File: src/rtl/mseq_pkg.sv
package mseq_pkg;
  localparam int UA_W   = 4;
  localparam int CTRL_W = 8;
  localparam int NSTAT  = 3;
  localparam int SEL_W  = $clog2(NSTAT + 1);

  typedef enum logic [1:0] {
    OP_STEP = 2'b00,
    OP_BR   = 2'b01,
    OP_CALL = 2'b10,
    OP_RET  = 2'b11
  } seq_op_e;

  typedef struct packed {
    logic [CTRL_W-1:0] ctrl;
    seq_op_e           op;
    logic [UA_W-1:0]   tgt;
    logic [SEL_W-1:0]  sel;
  } uword_t;

  localparam int SEL_ALWAYS = NSTAT;

  function automatic uword_t mk(input int addr, input seq_op_e op,
                                input int tgt, input int sel);
    uword_t w;
    w.ctrl = CTRL_W'(16 + addr);
    w.op   = op;
    w.tgt  = UA_W'(tgt);
    w.sel  = SEL_W'(sel);
    return w;
  endfunction

  // Microprogram: a subroutine at 8 called from 1 and 3, an underflow
  // exit at 13, and a self-calling loop at 11.
  function automatic uword_t rom_word(input logic [UA_W-1:0] a);
    uword_t w;
    case (int'(a))
      0:       w = mk(0,  OP_STEP, 0,  0);
      1:       w = mk(1,  OP_CALL, 8,  0);
      2:       w = mk(2,  OP_STEP, 0,  0);
      3:       w = mk(3,  OP_CALL, 8,  0);
      4:       w = mk(4,  OP_BR,   13, 0);
      5:       w = mk(5,  OP_STEP, 0,  0);
      6:       w = mk(6,  OP_BR,   11, 1);
      7:       w = mk(7,  OP_BR,   0,  SEL_ALWAYS);
      8:       w = mk(8,  OP_STEP, 0,  0);
      9:       w = mk(9,  OP_RET,  0,  0);
      11:      w = mk(11, OP_CALL, 11, 0);
      13:      w = mk(13, OP_RET,  0,  0);
      14:      w = mk(14, OP_BR,   14, SEL_ALWAYS);
      default: begin
        w      = mk(0, OP_STEP, 0, 0);
        w.ctrl = '0;
      end
    endcase
    return w;
  endfunction
endpackage

File: src/rtl/mseq_incr.sv
module mseq_incr #(
  parameter int W = 4
) (
  input  logic [W-1:0] a,
  output logic [W-1:0] y
);
  logic [W:0] carry;
  assign carry[0] = 1'b1;

  for (genvar i = 0; i < W; i++) begin : g_ha
    assign y[i]       = a[i] ^ carry[i];
    assign carry[i+1] = a[i] & carry[i];
  end
endmodule

File: src/rtl/mseq_stack.sv
module mseq_stack #(
  parameter int W     = 4,
  parameter int DEPTH = 4
) (
  input  logic         clk,
  input  logic         rst,
  input  logic         push,
  input  logic         pop,
  input  logic [W-1:0] din,
  output logic [W-1:0] dout,
  output logic         empty,
  output logic         ovf,
  output logic         unf
);
  localparam int LW = $clog2(DEPTH + 1);
  localparam int IW = (DEPTH > 1) ? $clog2(DEPTH) : 1;

  logic [W-1:0]  mem [DEPTH];
  logic [LW-1:0] lvl;
  logic          full;

  assign full  = (lvl == LW'(DEPTH));
  assign empty = (lvl == '0);
  assign dout  = empty ? '0 : mem[IW'(lvl - LW'(1))];

  always_ff @(posedge clk) begin
    if (!rst && push && !full) mem[IW'(lvl)] <= din;
  end

  always_ff @(posedge clk) begin
    if (rst) begin
      lvl <= '0;
      ovf <= 1'b0;
      unf <= 1'b0;
    end else if (push) begin
      if (full) ovf <= 1'b1;
      else      lvl <= lvl + LW'(1);
    end else if (pop) begin
      if (empty) unf <= 1'b1;
      else       lvl <= lvl - LW'(1);
    end
  end
endmodule

File: src/rtl/mseq_rom.sv
module mseq_rom
  import mseq_pkg::*;
(
  input  logic            clk,
  input  logic [UA_W-1:0] addr,
  output uword_t          word_q
);
  always_ff @(posedge clk) begin
    word_q <= rom_word(addr);
  end
endmodule

File: src/rtl/mseq.sv
module mseq
  import mseq_pkg::*;
#(
  parameter int STK_DEPTH = 4
) (
  input  logic              clk,
  input  logic              rst,
  input  logic [NSTAT-1:0]  status,
  output logic [CTRL_W-1:0] ctrl_out,
  output logic [UA_W-1:0]   upc,
  output logic              err_ovf,
  output logic              err_unf
);
  localparam int CV_W = 2 ** SEL_W;

  uword_t            word_q;
  logic [UA_W-1:0]   pc_q, pc_inc, npc, rom_addr, pop_data;
  logic              stk_empty, do_push, do_pop, cond_hit;
  logic [CV_W-1:0]   cond_vec;

  mseq_incr #(.W(UA_W)) u_inc (.a(pc_q), .y(pc_inc));

  always_comb begin
    cond_vec           = '0;
    cond_vec[NSTAT-1:0] = status;
    cond_vec[NSTAT]    = 1'b1;
  end
  assign cond_hit = cond_vec[word_q.sel];

  assign do_push = (word_q.op == OP_CALL);
  assign do_pop  = (word_q.op == OP_RET);

  always_comb begin
    unique case (word_q.op)
      OP_STEP: npc = pc_inc;
      OP_BR:   npc = cond_hit ? word_q.tgt : pc_inc;
      OP_CALL: npc = word_q.tgt;
      OP_RET:  npc = stk_empty ? pc_inc : pop_data;
      default: npc = pc_inc;
    endcase
  end

  assign rom_addr = rst ? '0 : npc;

  always_ff @(posedge clk) begin
    if (rst) pc_q <= '0;
    else     pc_q <= npc;
  end

  mseq_rom u_rom (.clk(clk), .addr(rom_addr), .word_q(word_q));

  mseq_stack #(.W(UA_W), .DEPTH(STK_DEPTH)) u_stk (
    .clk(clk), .rst(rst), .push(do_push), .pop(do_pop), .din(pc_inc),
    .dout(pop_data), .empty(stk_empty), .ovf(err_ovf), .unf(err_unf)
  );

  assign ctrl_out = word_q.ctrl;
  assign upc      = pc_q;
endmodule

File: config.mk
export PLATFORM = sky130hd
export DESIGN_NAME = mseq
export DESIGN_NICKNAME = d
export VERILOG_FILES = /design/src/rtl/mseq_pkg.sv /design/src/rtl/mseq_incr.sv /design/src/rtl/mseq_stack.sv /design/src/rtl/mseq_rom.sv /design/src/rtl/mseq.sv
export SDC_FILE = /design/constraint.sdc
export NUM_CORES = 1
export LEC_CHECK = 0
export BUFFER_PORTS_ARGS = -buffer_cell sky130_fd_sc_hd__buf_4
export CAP_MARGIN = 20
export CORE_MARGIN = 2
export CORE_UTILIZATION = 35
export CTS_CLUSTER_DIAMETER = 50
export DETAILED_ROUTE_END_ITERATION = 6
export SYNTH_ARGS = -nofsm -noshare
export SYNTH_HDL_FRONTEND = slang
export SYNTH_SLANG_ARGS = --single-unit
export TNS_END_PERCENT = 100
File: constraint.sdc
create_clock -name clk -period 6.4 [get_ports clk]
set_input_delay 0.64 -clock clk [delete_from_list [all_inputs] [get_ports clk]]
set_output_delay 0.64 -clock clk [all_outputs]
set_load 0.05 [all_outputs]
* After elaboration in Yosys (flattened, before gate mapping) *
Memory sizes are Yosys's and may differ from the RTL's. A register that Yosys moved wholly into a read port is not among the register bits.
Index checks and enable logic that the tools add are counted.

word-level totals
  bits of input ports = 5
  RAM bits = 16
  output and inout bits = 14
  memories = 2
  logic and storage cells = 45
  flip-flop bits (word level) = 17
  ROM bits = 208

memory list
  memory            depth  bits a word  rd ports  clocked after Yosys merged registers in  wr ports  RTL line          text
  (name not given)  16     13           1         1                                        0         mseq_pkg.sv:37    case (int'(a))
  u_stk.mem         4      4            1         0                                        1         mseq_stack.sv:18  logic [W-1:0] mem [DEPTH];

cells by class
  bitwise logic cells = 7
  eq/ne operators = 6
  reduce and logical (&&, ||, !) cells = 10
  add/subtract/negate cells = 2
  $lt $le $gt $ge = 1
  mux-type cells = 12

operator list
  kind                                                                           number
  4-bit case mux with 4 select lines                                             1
  3-bit two-way mux                                                              4
  4-bit two-way mux                                                              3
  3-bit AND reduction                                                            2
  2-bit == test (second input constant)                                          2
  3-bit by 1-bit adder with 3-bit output (second input constant)                 1
  3-bit == test (second input constant)                                          1
  3-bit logical NOT                                                              1
  2-bit by 3-bit less-than comparator with 1-bit output (second input constant)  1
  1-bit two-way mux                                                              3
  3-bit by 1-bit subtractor with 3-bit output (second input constant)            1
  1-bit XOR                                                                      3
  1-bit bitwise AND                                                              2
  1-bit binary-select mux with 2-bit select                                      1
  2-bit by 1-bit == test with 1-bit output (second input constant)               1
  1-bit logical AND                                                              2
  1-bit logical NOT                                                              2
  2-bit logical NOT                                                              1
  2-bit by 1-bit != test with 1-bit output (second input constant)               1
  2-bit != test (second input constant)                                          1
  1-bit NOT                                                                      2
  2-bit AND reduction                                                            1
  2-bit nonzero test                                                             1

* Logic depth before layout (Yosys ltp) *
  depth in word-level cells = 6
  gate-level depth with buffers = 13
  gate-level depth less buffers = 11

* By module *
From an unflattened synthesis, not the netlist that was laid out.

second synthesis, totals
  cell total of the unflattened synthesis = 155
  area, all modules = 1855.5 um2

by module, submodules not included
  module      sequential area each (um2)  times used  area each (um2)  cells each
  mseq_stack  580.6                       1           949.7            65
  mseq_rom    260.2                       1           600.6            57
  mseq        80.1                        1           267.8            29
  mseq_incr   0.0                         1           37.5             4

* Worst setup path after synthesis *
No wires, ideal clock.

  path kind = register -> register
  start = reg u_stk.lvl[0]
  end = reg, netlist name u_rom.word_q[6]
  library setup time = 0.112 ns
  cell stages (with the launch flop) = 13
  period minus slack after synthesis = 2.596 ns
  path slack = 3.804 ns
  buffers on the path = 2
  required time = 6.288 ns
  arrival = 2.484 ns
  cell sequence = dfxtp_1 buf_6 inv_1 ha_1 clkbuf_1 nand2b_1 and2_1 a32oi_1 o2bb2ai_1 inv_1 ha_1 nor3_1 a2111oi_1

on the way
  longest elaborated chain between the ends = 5
  elaborated cells between the ends (all ways) = 6
  those cells by class = 1 x add/sub; 3 x mux; 1 x reduce/logical; 1 x memory

ends and longest elaborated chain
  item                                         RTL line          text
  start, declared                              mseq_stack.sv:19  logic [LW-1:0] lvl;
  start signal, assigned                       mseq_stack.sv:37  else lvl <= lvl + LW'(1);
  start signal, assigned                       mseq_stack.sv:40  else lvl <= lvl - LW'(1);
  3-bit by 1-bit subtractor with 3-bit output  mseq_stack.sv:24  assign dout = empty ? '0 : mem[IW'(lvl - LW'(1))];
  memory read 4 x 4 bit                        -
  4-bit two-way mux *                          mseq.sv:38        OP_RET: npc = stk_empty ? pc_inc : pop_data;
  4-bit case mux with 4 select lines *         mseq.sv:34        unique case (word_q.op)
  4-bit two-way mux *                          -
  net rom_addr[0]                              mseq.sv:17        logic [UA_W-1:0] pc_q, pc_inc, npc, rom_addr, pop_data;

The timed path passes the listed nets; every way through them passes the cells marked *.
A chain may end at the register's enable or synchronous reset.

* Final worst setup path *
  start = reg u_stk.lvl[0]
  end = reg, netlist name u_rom.word_q[6]

on the way
  longest elaborated chain between the ends = 5
  elaborated cells between the ends (all ways) = 6
  those cells by class = 1 x add/sub; 3 x mux; 1 x reduce/logical; 1 x memory

ends and longest elaborated chain
  item                                         RTL line
  3-bit by 1-bit subtractor with 3-bit output  mseq_stack.sv:24
  memory read 4 x 4 bit                        -
  4-bit two-way mux *                          mseq.sv:38
  4-bit case mux with 4 select lines *         mseq.sv:34
  4-bit two-way mux *                          -
  net rom_addr[0]                              mseq.sv:17

Marked as above.

==> summary.txt <==
Clock tree
  – CTS tree: done
  – Clock buffer depth: 2
  – Total setup buffers inserted after CTS: 0
  – Count of instances resized after the clock tree is built: 0
  – Library cell used as clock root buffer: sky130_fd_sc_hd__clkbuf_8
  – TritonCTS Sinks: 38
  – Total CTS buffers: 5
  – H-Tree Level Count: 2
  – Clock transition time at the flip-flop clock pins of the worst setup and hold paths: 0.08 ns
  – Number of hold-repair buffers added at the cts stage: 0
  – Clock latency on the worst-skew pair: 0.29 ns

Pwr
  – Cell internal power dissipation: 0.572 mW
  – Clk pwr share: 21.1%
  – Combinational cell fraction of total power: 42.0%
  – Total net switching power: 0.380 mW
  – Fraction of power spent switching nets: 39.9%
  – Worst ir drop on vdd: 0.223 mV
  – Power density over cell area: 434 nW/um^2
  – Leakage Power: 0.867 nW
  – Register share of total power: 36.9%

Final layout
  – Area of combinational cells with multiple inputs: 912 sq um
  – Storage element area: 921 sq um
  – Number of fill cells in the layout: 544
  – Most common library cell in the layout ignoring fill and taps: sky130_fd_sc_hd__dfxtp_1
  – Antenna diode count: 0
  – Post-Route Utilization: 40.0%
  – Number of nets in the finished design: 204
  – Layout cell share with drive strength beyond 1: 21.6%
  – Most frequent cells in the layout: 22 x sky130_fd_sc_hd__dfxtp_1, 16 x sky130_fd_sc_hd__edfxtp_1, 15 x sky130_fd_sc_hd__ha_1, 15 x sky130_fd_sc_hd__buf_4
  – Area added between synthesis and finish: 11.5%

Hold path
  – Worst hold path class: register to register
  – Hold path startpoint: u_stk.ovf

Floorplanning
  – Effective utilization at floorplan: 35.9%
  – Core area: 5470 sq um
  – Standard-cell rows: 27
  – Area of the die: 6230 sq um
  – I/O pin total: 19
  – X dimension of the die: 78.9 um
  – Die H: 78.9 um

Placed design
  – Port Buffer Count: 15
  – Final HPWL DP: 2820 um
  – Final weighted congestion in routability-driven placement: 0.852

Global route
  – Congestion Overflow GR: 0
  – Total global routing track utilization: 13.0%
  – Vias in the first global route: 1,252
  – Antenna violations before repair: 0
  – First-pass GRT wire length: 6170 um
  – Pin count of the biggest net entering global routing: 15

Route
  – DRC marker count from the first detailed-route iteration: 84
  – Via count: 1,269
  – DRT Wirelength: 3840 um
  – Residual antenna-violating net count after detailed routing: 0
  – Number of detailed-routing iterations run before antenna repair: 4
  – Number of remaining DRC errors: 0
  – Vias/cell: 4.94
  – Routed length per instance: 15.0 um

Critical path
  – Cell with the largest stage delay on the worst path: sky130_fd_sc_hd__dfxtp_1
  – Maximum fanout encountered on the critical timing path: 9
  – Arrival time reported for the critical path endpoint: 3.35 ns
  – Category of the critical setup timing path: register to register
  – First element of the critical path: u_stk.lvl[0]
  – Req. time, crit path: 6.58 ns
  – Cells along the critical path: inv_1, ha_1, nand2b_1, and2_1, a32oi_1, o2bb2ai_1, inv_1, ha_1, nor3_1, a2111oi_1
  – Crit path buf inv count: 2
  – Kind of cell adding the most delay to the critical path: compound AO/OA/AOI/OAI gates
  – Largest stage delay on the critical path: 0.58 ns
  – Critical Path Start Type: register
  – Crit. End Element: register
  – Source of the worst register-to-register timing path: u_stk.lvl[0]

Synth
  – Prevailing post-synth register cell: sky130_fd_sc_hd__dfxtp_1
  – Cell types with the largest area share after synthesis: sky130_fd_sc_hd__edfxtp_1 24%, sky130_fd_sc_hd__dfxtp_1 22%, sky130_fd_sc_hd__ha_1 9.6%, sky130_fd_sc_hd__mux4_2 4.6%, sky130_fd_sc_hd__buf_4 3.1%
  – YS warnings: 0
  – Total of flip-flops plus latches after synthesis: 38
  – Cell type with the highest aggregate area in the netlist: sky130_fd_sc_hd__edfxtp_1
  – Share of async-settable or async-resettable flops after synthesis: 0%
  – Cell count after synthesis: 174
  – Summed instance area of the synthesized netlist: 1960 sq um
  – Number of synthesized flops with an enable pin: 16
  – Post-synth top area share: 24.5%
  – Mean instance size in the synthesized netlist: 11.3 sq um
  – Cell variety after synth: 51
  – Sequential element share of the synthesized area: 46.9%

Run status
  – Status: complete, no violations

Job
  – Number of maximum-capacitance constraint violations: 0

STA
  – Crit path time final: 3.17 ns
  – Max Clk Rate: 315 MHz
  – RSZ-0062 raised after global routing: false
  – Final period utilization: 49.6%
  – Final Max Slew Viols: 0
  – Fin. Hold Viols: 0
  – Slew at the pin closest to its max-slew limit: 0.676 ns
  – Relative slew slack: 54.9%
  – Final-layout setup total negative slack: 0 ns
  – Endpoints failing setup: 0
  – Clock skew: 0.00687 ns
per-stage QoR:
| step | std cells | cell area, sq um | hold slack [ns] | power, mW | setup WS, ns |
|---|---|---|---|---|---|
| 6_report | 257 | 2190 | 0.475 | 0.952 | 3.23 |
| 5_1_grt | 257 | 2190 | 0.504 | 1.01 | 2.93 |
| 3_3_place_gp | 249 | 2080 | 0.459 | 0.755 | 3.36 |
| 4_1_cts | 257 | 2190 | 0.481 | 0.957 | 3.27 |
| 2_1_floorplan | 176 | 1970 | 0.551 | 0.674 | 3.80 |
| 3_5_place_dp | 249 | 2080 | 0.464 | 0.753 | 3.31 |
synth_stat cells, types with 2 or more instances:
cell type                  number
sky130_fd_sc_hd__dfxtp_1       22
sky130_fd_sc_hd__edfxtp_1      16
sky130_fd_sc_hd__ha_1          15
sky130_fd_sc_hd__inv_1         12
sky130_fd_sc_hd__nor2_1        12
sky130_fd_sc_hd__a21oi_1       10
sky130_fd_sc_hd__nand2_1       10
sky130_fd_sc_hd__buf_4          8
sky130_fd_sc_hd__and2_1         6
sky130_fd_sc_hd__o21ai_0        6
sky130_fd_sc_hd__mux2i_1        5
sky130_fd_sc_hd__mux4_2         4
sky130_fd_sc_hd__a211oi_1       3
sky130_fd_sc_hd__buf_2          3
sky130_fd_sc_hd__clkbuf_1       2
sky130_fd_sc_hd__mux2_4         2
sky130_fd_sc_hd__nand2b_1       2
sky130_fd_sc_hd__nor2b_1        2
sky130_fd_sc_hd__xor2_1         2
logic make-up (layout without fill, tap and decap cells):
family | Yosys count | after routing | synth area share [%]
xor gates and xnor gates | 3 | 3 | 1.34
and+or+nand+nor | 42 | 42 | 11.0
DFF | 38 | 38 | 46.9
buffers and inverters | 26 | 35 | 7.07
other | 1 | 3 | 0.191
adders and majority gates | 15 | 15 | 9.55
muxes | 12 | 12 | 9.24
AOI/OAI and AO/OA | 37 | 37 | 14.7
tightest hold or removal path, cell delays in order (launching register included):
cell	delay (ns)
sky130_fd_sc_hd__dfxtp_1	0.33
sky130_fd_sc_hd__a31oi_1	0.04
sky130_fd_sc_hd__nor2_1	0.07
flip-flops by register name (all words and copies together), names as in the netlist:
signal        flops
u_stk.mem        16
u_stk.ovf         1
u_stk.unf         1
u_rom.word_q     13
upc               4
u_stk.lvl         3
final timing paths:
check                    end  slack [ns]  cells past startpoint
min reg2reg        u_stk.ovf        0.48                      2
max          u_rom.word_q[6]        3.23                     10
min                u_stk.ovf        0.48                      2
max reg2reg  u_rom.word_q[6]        3.23                     10
routing by layer:
layer | vias up | track usage [%] | wire length (um)
met5 | - | 0 | 0
met4 | 0 | 5.17 | 41
met3 | 2 | 2.73 | 176
met2 | 35 | 19.9 | 1730
met1 | 605 | 18.0 | 1900
li1 | 627 | - | -
layout make-up:
class	count	share of cell area, %
Inverter	12	2.06
Clock inverter	2	1.71
Clock buffer	6	3.31
Timing Repair Buffer	15	5.14
Multi-Input combinational cell	112	41.6
Sequential cell	38	42.0
Tap cell	72	4.11
power by group through the flow:
| stage | Clock (mW) | Sequential [mW] | Combinational, mW |
|---|---|---|---|
| finish | 0.201 | 0.351 | 0.400 |
| global route | 0.215 | 0.357 | 0.437 |
| CTS | 0.206 | 0.351 | 0.400 |
| detailed placement | 0 | 0.356 | 0.397 |
| global placement | 0 | 0.356 | 0.399 |
| floorplan | 0 | 0.358 | 0.316 |
Power figures use the tool's default switching activity.
